**src/rtl/sslv_pkg.sv**
```systemverilog
package sslv_pkg;
  parameter int unsigned DATA_W  = 8;
  parameter int unsigned BUF_DEP = 2;
  parameter int unsigned SYNC_N  = 2;
  localparam int unsigned WORD_W = DATA_W + 1;
  localparam int unsigned CNT_W  = $clog2(WORD_W + 1);
  typedef logic [WORD_W-1:0] word_t;
endpackage

```
**src/rtl/sslv_edge_sync.sv**
```systemverilog
module sslv_edge_sync #(
  parameter int unsigned STAGES = 2
) (
  input  logic clk,
  input  logic rst_n,
  input  logic sclk_in,
  input  logic sdata_in,
  output logic fall,
  output logic dout
);
  logic [STAGES:0]   ck_pipe;
  logic [STAGES-1:0] d_pipe;

  always_ff @(posedge clk or negedge rst_n) begin
    if (!rst_n) begin
      ck_pipe <= '1;
      d_pipe  <= '0;
    end else begin
      ck_pipe <= {ck_pipe[STAGES-1:0], sclk_in};
      d_pipe  <= {d_pipe[STAGES-2:0], sdata_in};
    end
  end

  assign fall = ck_pipe[STAGES] & ~ck_pipe[STAGES-1];
  assign dout = d_pipe[STAGES-1];
endmodule

```
**src/rtl/sslv_shifter.sv**
```systemverilog
module sslv_shifter
  import sslv_pkg::*;
(
  input  logic  clk,
  input  logic  rst_n,
  input  logic  clear,
  input  logic  enable,
  input  logic  nine,
  input  logic  fall,
  input  logic  din,
  output logic  done,
  output word_t word
);
  logic [CNT_W-1:0] cnt, last;
  word_t sr, sr_next;
  logic  take;

  assign last = nine ? CNT_W'(WORD_W - 1) : CNT_W'(DATA_W - 1);
  assign take = fall & enable;
  assign done = take & (cnt >= last);

  always_comb begin
    sr_next = sr;
    for (int i = 0; i < WORD_W; i++)
      if (cnt == CNT_W'(i)) sr_next[i] = din;
  end

  assign word = nine ? sr_next : {1'b0, sr_next[DATA_W-1:0]};

  always_ff @(posedge clk or negedge rst_n) begin
    if (!rst_n) begin
      cnt <= '0;
      sr  <= '0;
    end else if (clear) begin
      cnt <= '0;
      sr  <= '0;
    end else if (take) begin
      if (done) begin
        cnt <= '0;
        sr  <= '0;
      end else begin
        cnt <= cnt + 1'b1;
        sr  <= sr_next;
      end
    end
  end
endmodule

```
**src/rtl/sslv_fifo.sv**
```systemverilog
module sslv_fifo #(
  parameter int unsigned DEPTH = 2,
  parameter int unsigned WIDTH = 9
) (
  input  logic             clk,
  input  logic             rst_n,
  input  logic             push,
  input  logic [WIDTH-1:0] push_data,
  input  logic             pop,
  output logic             empty,
  output logic             drop,
  output logic [WIDTH-1:0] head
);
  localparam int unsigned PW = (DEPTH > 1) ? $clog2(DEPTH) : 1;
  localparam int unsigned CW = $clog2(DEPTH + 1);

  logic [WIDTH-1:0] mem [DEPTH];
  logic [PW-1:0]    wr_ptr, rd_ptr;
  logic [CW-1:0]    count;
  logic             full, do_push, do_pop;

  function automatic logic [PW-1:0] bump(input logic [PW-1:0] p);
    return (p == PW'(DEPTH - 1)) ? '0 : p + 1'b1;
  endfunction

  assign full    = (count == CW'(DEPTH));
  assign empty   = (count == '0);
  assign do_pop  = pop & ~empty;
  assign do_push = push & (~full | do_pop);
  assign drop    = push & full & ~do_pop;
  assign head    = mem[rd_ptr];

  always_ff @(posedge clk or negedge rst_n) begin
    if (!rst_n) begin
      wr_ptr <= '0;
      rd_ptr <= '0;
      count  <= '0;
      for (int i = 0; i < DEPTH; i++) mem[i] <= '0;
    end else begin
      if (do_push) begin
        mem[wr_ptr] <= push_data;
        wr_ptr      <= bump(wr_ptr);
      end
      if (do_pop) rd_ptr <= bump(rd_ptr);
      count <= count + CW'(do_push) - CW'(do_pop);
    end
  end
endmodule

```
**src/rtl/sync_slave_rx.sv**
```systemverilog
module sync_slave_rx
  import sslv_pkg::*;
(
  input  logic        clk,
  input  logic        rst_n,
  input  logic        port_en,
  input  logic        sync_mode,
  input  logic        clk_src_master,
  input  logic        nine_bit_en,
  input  logic        single_rx_en,
  input  logic        cont_rx_en,
  input  logic        rx_int_en,
  input  logic        low_power,
  input  logic        sclk_in,
  input  logic        sdata_in,
  output logic        rx_valid,
  input  logic        rx_ready,
  output logic [7:0]  rx_data,
  output logic [7:0]  rx_status,
  output logic        rx_irq,
  output logic        wake_req
);
  logic  fall, din, done, drop, empty, ovf, active, ninth;
  word_t word, head;

  assign active = port_en & sync_mode & ~clk_src_master & cont_rx_en;

  sslv_edge_sync #(.STAGES(SYNC_N)) u_sync (
    .clk(clk), .rst_n(rst_n), .sclk_in(sclk_in), .sdata_in(sdata_in),
    .fall(fall), .dout(din)
  );

  sslv_shifter u_shift (
    .clk(clk), .rst_n(rst_n), .clear(~active), .enable(active & ~ovf),
    .nine(nine_bit_en), .fall(fall), .din(din), .done(done), .word(word)
  );

  sslv_fifo #(.DEPTH(BUF_DEP), .WIDTH(WORD_W)) u_buf (
    .clk(clk), .rst_n(rst_n), .push(done), .push_data(word),
    .pop(rx_valid & rx_ready), .empty(empty), .drop(drop), .head(head)
  );

  always_ff @(posedge clk or negedge rst_n) begin
    if (!rst_n)           ovf <= 1'b0;
    else if (!cont_rx_en) ovf <= 1'b0;
    else if (drop)        ovf <= 1'b1;
  end

  assign rx_valid  = ~empty;
  assign rx_data   = head[7:0];
  assign ninth     = ~empty & head[DATA_W];
  assign rx_status = {port_en, nine_bit_en, single_rx_en, cont_rx_en,
                      1'b0, 1'b0, ovf, ninth};
  assign rx_irq    = rx_valid & rx_int_en;
  assign wake_req  = rx_irq & low_power;
endmodule

```
**config.mk**
```make
export PLATFORM = sky130hd
export DESIGN_NAME = sync_slave_rx
export DESIGN_NICKNAME = d
export VERILOG_FILES = /design/src/rtl/sslv_pkg.sv /design/src/rtl/sslv_edge_sync.sv /design/src/rtl/sslv_shifter.sv /design/src/rtl/sslv_fifo.sv /design/src/rtl/sync_slave_rx.sv
export SDC_FILE = /design/constraint.sdc
export NUM_CORES = 1
export LEC_CHECK = 0
export BUFFER_PORTS_ARGS = -buffer_cell sky130_fd_sc_hd__buf_4
export CORE_MARGIN = 5
export CORE_UTILIZATION = 55
export CTS_CLUSTER_DIAMETER = 60
export CTS_CLUSTER_SIZE = 30
export DETAILED_ROUTE_END_ITERATION = 16
export PLACE_DENSITY = 0.81
export SLEW_MARGIN = 20
export SYNTH_ARGS = -nofsm -noshare
export SYNTH_HDL_FRONTEND = slang
export SYNTH_SLANG_ARGS = --single-unit
```
**constraint.sdc**
```tcl
create_clock -name clk -period 2.6 [get_ports clk]
set_input_delay 0.13 -clock clk [delete_from_list [all_inputs] [get_ports clk]]
set_output_delay 0.13 -clock clk [all_outputs]
set_load 0.01 [all_outputs]
```
# --- Word-level counts from Yosys, hierarchy flattened ---
# Index checks and enable logic that the tools add are counted.
totals:
  output_inout_bits: 19
  regBits: 41
op_classes:
  mux: 27
  reduce_logical: 3
  order_cmp: 4
  eq_ne: 11
  bitwise_logic: 24
  addsub: 5
ops:
  columns: ["cell", "n"]
  rows:
  - ["$mux W9", 8]
  - ["$bwmux W18", 1]
  - ["$eq A4 B3 Y1 const B", 4]
  - ["$mux W4", 4]
  - ["$and A1 B1 Y1", 15]
  - ["$mux W1", 13]
  - ["$demux W9 S1", 1]
  - ["$eq A4 B2 Y1 const B", 2]
  - ["$not A1 Y1", 6]
  - ["$add A4 B1 Y4 const B", 1]
  - ["$eq A4 B1 Y1 const B", 1]
  - ["$eq A4 B4 Y1 const B", 1]
  - ["$ge A2 B2 Y1 const B", 2]
  - ["$ge A4 B4 Y1", 1]
  - ["$logic_not A4 Y1", 1]
  - ["$ne A2 B1 Y1 const B", 2]
  - ["$not A1 Y2", 2]
  - ["$add A1 B1 Y1 const B", 2]
  - ["$add A2 B1 Y2", 1]
  - ["$eq A2 B2 Y1 const B", 1]
  - ["$logic_not A2 Y1", 1]
  - ["$lt A2 B1 Y1 const B", 1]
  - ["$sub A2 B1 Y2", 1]
  - ["$logic_and A1 B1 Y1", 1]
  - ["$or A1 B1 Y1", 1]

# --- Longest topological paths before layout ---
depth:
  word_depth: 10
  ltp_mapped: 7
  mapped_depth_nobuf: 6

# --- Cells and area by module ---
# From an unflattened synthesis, not the netlist that was laid out.
unflattened:
  hier_cells: 180
  hier_area_um2: 2238.4
by_module_without_submodules:
  columns: ["module", "area_per_inst_um2", "n_inst", "seq_area_each_um2", "cells_each"]
  rows:
  - ["sslv_fifo", 1032.2, 1, 550.5, 66]
  - ["sslv_shifter", 903.4, 1, 325.3, 90]
  - ["sync_slave_rx", 160.2, 1, 25.0, 18]
  - ["sslv_edge_sync", 142.6, 1, 128.9, 6]

# --- Worst setup path before layout ---
# OpenSTA, ideal clock, no wires.
synth_timing:
  kind: "register to register"
  startpoint: "register u_shift.cnt[3]"
  endpoint: "register u_buf.mem[0] (netlist bit)"
  path_stages_with_launch: 7
  path_buffers: 1
  required_time_ps: 2475
  period_less_slack_ps: 1882
  setup_slack_ps: 718
  setup_time_ps: 125
  t_arrival_ps: 1757
  path_cell_list: "dfrtp_1 > ha_1 > o211ai_1 > o21ai_2 > and4_4 > buf_12 > mux2_4"
synth_via:
  elab_chain_len: 4
synth_rtl:
  columns: ["item", "line", "rtl"]
  rows:
  - ["start, declared", "sslv_shifter.sv:14", "logic [CNT_W-1:0] cnt, last;"]
  - ["start signal, assigned", "sslv_shifter.sv:42", "cnt <= cnt + 1'b1;"]
  - ["branches (longest 4 deep; another with $ge A4 B4 Y1)", null, null]
  - ["end signal, assigned by index", "sslv_fifo.sv:41", "mem[wr_ptr] <= push_data;"]
  - ["end, declared", "sslv_fifo.sv:17", "logic [WIDTH-1:0] mem [DEPTH];"]
# Parallel ways; which one is timed is not known.
# A chain may end at the register's enable or synchronous reset.

# --- Worst setup path in the final report ---
layout_timing:
  startpoint: "register u_shift.cnt[3]"
  endpoint: "register u_buf.mem[5] (netlist bit)"
layout_via:
  elab_chain_len: 4
layout_rtl:
  columns: ["item"]
  rows:
  - ["branches (longest 4 deep; another with $ge A4 B4 Y1)"]
# Parallel ways; which one is timed is not known.

==> metrics.yaml <==
tightest_slew_ns: 0.846
setup_tns_ns: 0
worstSkewPairLatency_ns: 0.30
slew_headroom: 0.434
via_per_inst: 5.48
synth-compound-area-share: 0.0716
synth-xor-area-share: 0.0246
hpwl_um: 2840
holdCritPathClass: "primary input to flop"
worstSetupEndpointType: "flop"
p_int_uw: 975
net-switching-power_uw: 364
drt_iter0_drc: 55
layout_commonest_cell: "dfrtp_1"
coreArea_um2: 3720
grt_overflow: 0
dp_cells: 234
drc: 0
synth_area_um2: 2130
worstSetupPathType: "flop to flop"
drv_cap: 0
clkPwrFrac: 0.296
layout.nets: 218
min-delay-start: "cont_rx_en"
critPathArrivalTime_ns: 2.23
grt_use_total: 0.171
wl_per_cell_um: 16.0
swShare: 0.272
p_comb_frac: 0.164
r2r-start: "u_shift.cnt[3]$_DFFE_PN0P_"
period_minus_slack_ns: 2.06
yosysWarnings: 0
cts_sinks: 41
final_cell_mix: "38 x dfrtp_1, 28 x buf_4, 26 x mux2_2, 10 x nand2_1, 10 x a22o_1"
ys_types: 37
clock.fmax_mhz: 487
peakVddDrop_mv: 0.442
start_util: 0.574
design_area_um2: 2420
grt_pass1_vias: 1461
status: "finished, final reports clean"
area_growth_pct: 13.6
dieArea_um2: 5220
synth_top_family_by_area: "multiplexers"
setup_violations: 0
rows: 22
gp_congestion: 0.833
cts_root_buf: "clkbuf_8"
io_pins: 32
muxShareOfSynthArea: 0.205
power.density_nw_per_um2: 553
slew_violations: 0
ant_nets: 0
ys_ff_latch: 41
grt_setup_unrepaired: "false"
port_buffers: 27
power_uw: 1340
startpoint: "u_shift.cnt[3]$_DFFE_PN0P_"
n_antenna_cell: 0
antenna_found_initial: 0
clkTransAtPathRegs_ns: 0.08
cts_buffers: 5
clock_path_buffers: 2
die_h_um: 72.3
worst_hold_slack_ns: 0.0704
grt_pass1_wl_um: 6830
first_pass_iters: 4
synthSimpleGateAreaFrac: 0.106
seq_power_share: 0.540
synthCells: 169
die_w_um: 72.3
finClkSkew_ns: 0.00987
vias: 1342
finalNonFillerCells: 245
post_cts_resized: 0
ys_seq_area_frac: 0.483
drive_gt1_frac: 0.386
routed_wl_um: 3920
startpoint_type: "flop"
required_ns: 2.78
synth.avg_cell_area_um2: 12.6
cp_max_fo: 9
fin_crit_sh: 0.790
dpl_cell_area_um2: 2310
h-tree-depth: 2
grt_max_degree: 42
synth-adder-area-share: 0.0528
hold_viol: 0
p_leak_uw: 0.00121
cts_tree: "built"
stage by stage:
stage / util / setup WS, ns
finish: 0.652 / 0.545
global route: 0.652 / 0.355
CTS: 0.652 / 0.534
detailed placement: 0.622 / 0.553
global placement: 0.622 / 0.629
floorplan: - / 0.718
path summary, 6_finish.rpt:
kind | to | slack (ns) | cells past startpoint
max in group asynchronous | u_sync.ck_pipe[0]$_DFF_PN1_ | 1.89 | 2
hold / removal | ovf$_DFFE_PN0P_ | 0.07 | 2
hold reg to reg | u_sync.ck_pipe[1]$_DFF_PN1_ | 0.35 | 0
min in group asynchronous | u_shift.cnt[3]$_DFFE_PN0P_ | 0.34 | 2
setup reg to reg | u_buf.mem[5]$_DFFE_PN0P_ | 0.54 | 5
setup / recovery | u_buf.mem[5]$_DFFE_PN0P_ | 0.54 | 5
logic make-up (layout without fill, tap and decap cells):
family                     Yosys count  count (layout)
buffers and inverters               18              45
AOI/OAI and AO/OA                   20              20
and+or+nand+nor                     38              38
adders and majority gates            9               9
xor gates and xnor gates             6               6
muxes                               36              36
DFF                                 41              41
other                                1               2
worst max-delay path, stage by stage, from the launching register on:
cell      delay, ns
dfrtp_1        0.45
ha_1           0.33
o211ai_1       0.10
o21ai_2        0.31
and4_4         0.42
mux2_4         0.32
per-layer routing:
layer  global-route usage  wire [um]  vias to the layer above
met5                    0          0                        -
met4               0.0835        102                        0
met3               0.0512        162                       11
li1                     -          -                      640
met1                0.200       1620                      662
met2                0.285       2030                       29
state kept, by name (all words and copies together) (netlist names):
| register | count |
|---|---|
| u_sync.d_pipe | 2 |
| u_buf.rd_ptr | 1 |
| u_buf.count | 2 |
| u_shift.sr | 9 |
| ovf | 1 |
| u_sync.ck_pipe | 3 |
| u_shift.cnt | 4 |
| u_buf.mem | 18 |
| u_buf.wr_ptr | 1 |
repair_timing:
item	in CTS	in global routing
setup buffers	0	0
endpoints found under the hold margin	40	0
hold buffers	3	0
power groups by stage:
stage | Combinational [uW] | Sequential [uW] | Clock, uW
CTS | 225 | 727 | 412
floorplan | 174 | 700 | 0
global placement | 207 | 735 | 0
global route | 248 | 733 | 437
detailed placement | 219 | 739 | 0
finish | 220 | 723 | 396
cell usage after synthesis (all sizes together):
cell type | n | area share
o21ai | 2 | 0.0065
ha | 9 | 0.053
conb | 1 | 0.0018
clkbuf | 1 | 0.0018
mux2i | 1 | 0.0047
and2b | 1 | 0.0035
a22o | 10 | 0.041
and3 | 1 | 0.0029
nor2b | 1 | 0.0029
o211ai | 1 | 0.0035
dfstp | 3 | 0.037
nor3b | 3 | 0.011
xor2 | 3 | 0.012
dfrtp | 38 | 0.45
nand3 | 5 | 0.014
a211oi | 1 | 0.0035
and4 | 1 | 0.0053
nand2b | 2 | 0.0059
nand4b | 2 | 0.0082
a31oi | 1 | 0.0029
a21oi | 3 | 0.0070
nand3b | 1 | 0.0035
and2 | 1 | 0.0029
buf | 11 | 0.042
inv | 6 | 0.011
mux2 | 35 | 0.20
nor2 | 9 | 0.023
nand2 | 10 | 0.018
or3b | 1 | 0.0053
a21o | 2 | 0.0070
xnor2 | 3 | 0.012
final cells by class:
class | count | area (um2)
Clock buffer | 8 | 80.1
Fill cell | 293 | 1290
Inverter | 6 | 22.5
Multi-Input combinational cell | 111 | 990
Sequential cell | 41 | 1030
Tap cell | 48 | 60.1
Timing Repair Buffer | 31 | 240
No activity file was read; power rests on OpenSTA's default activity.
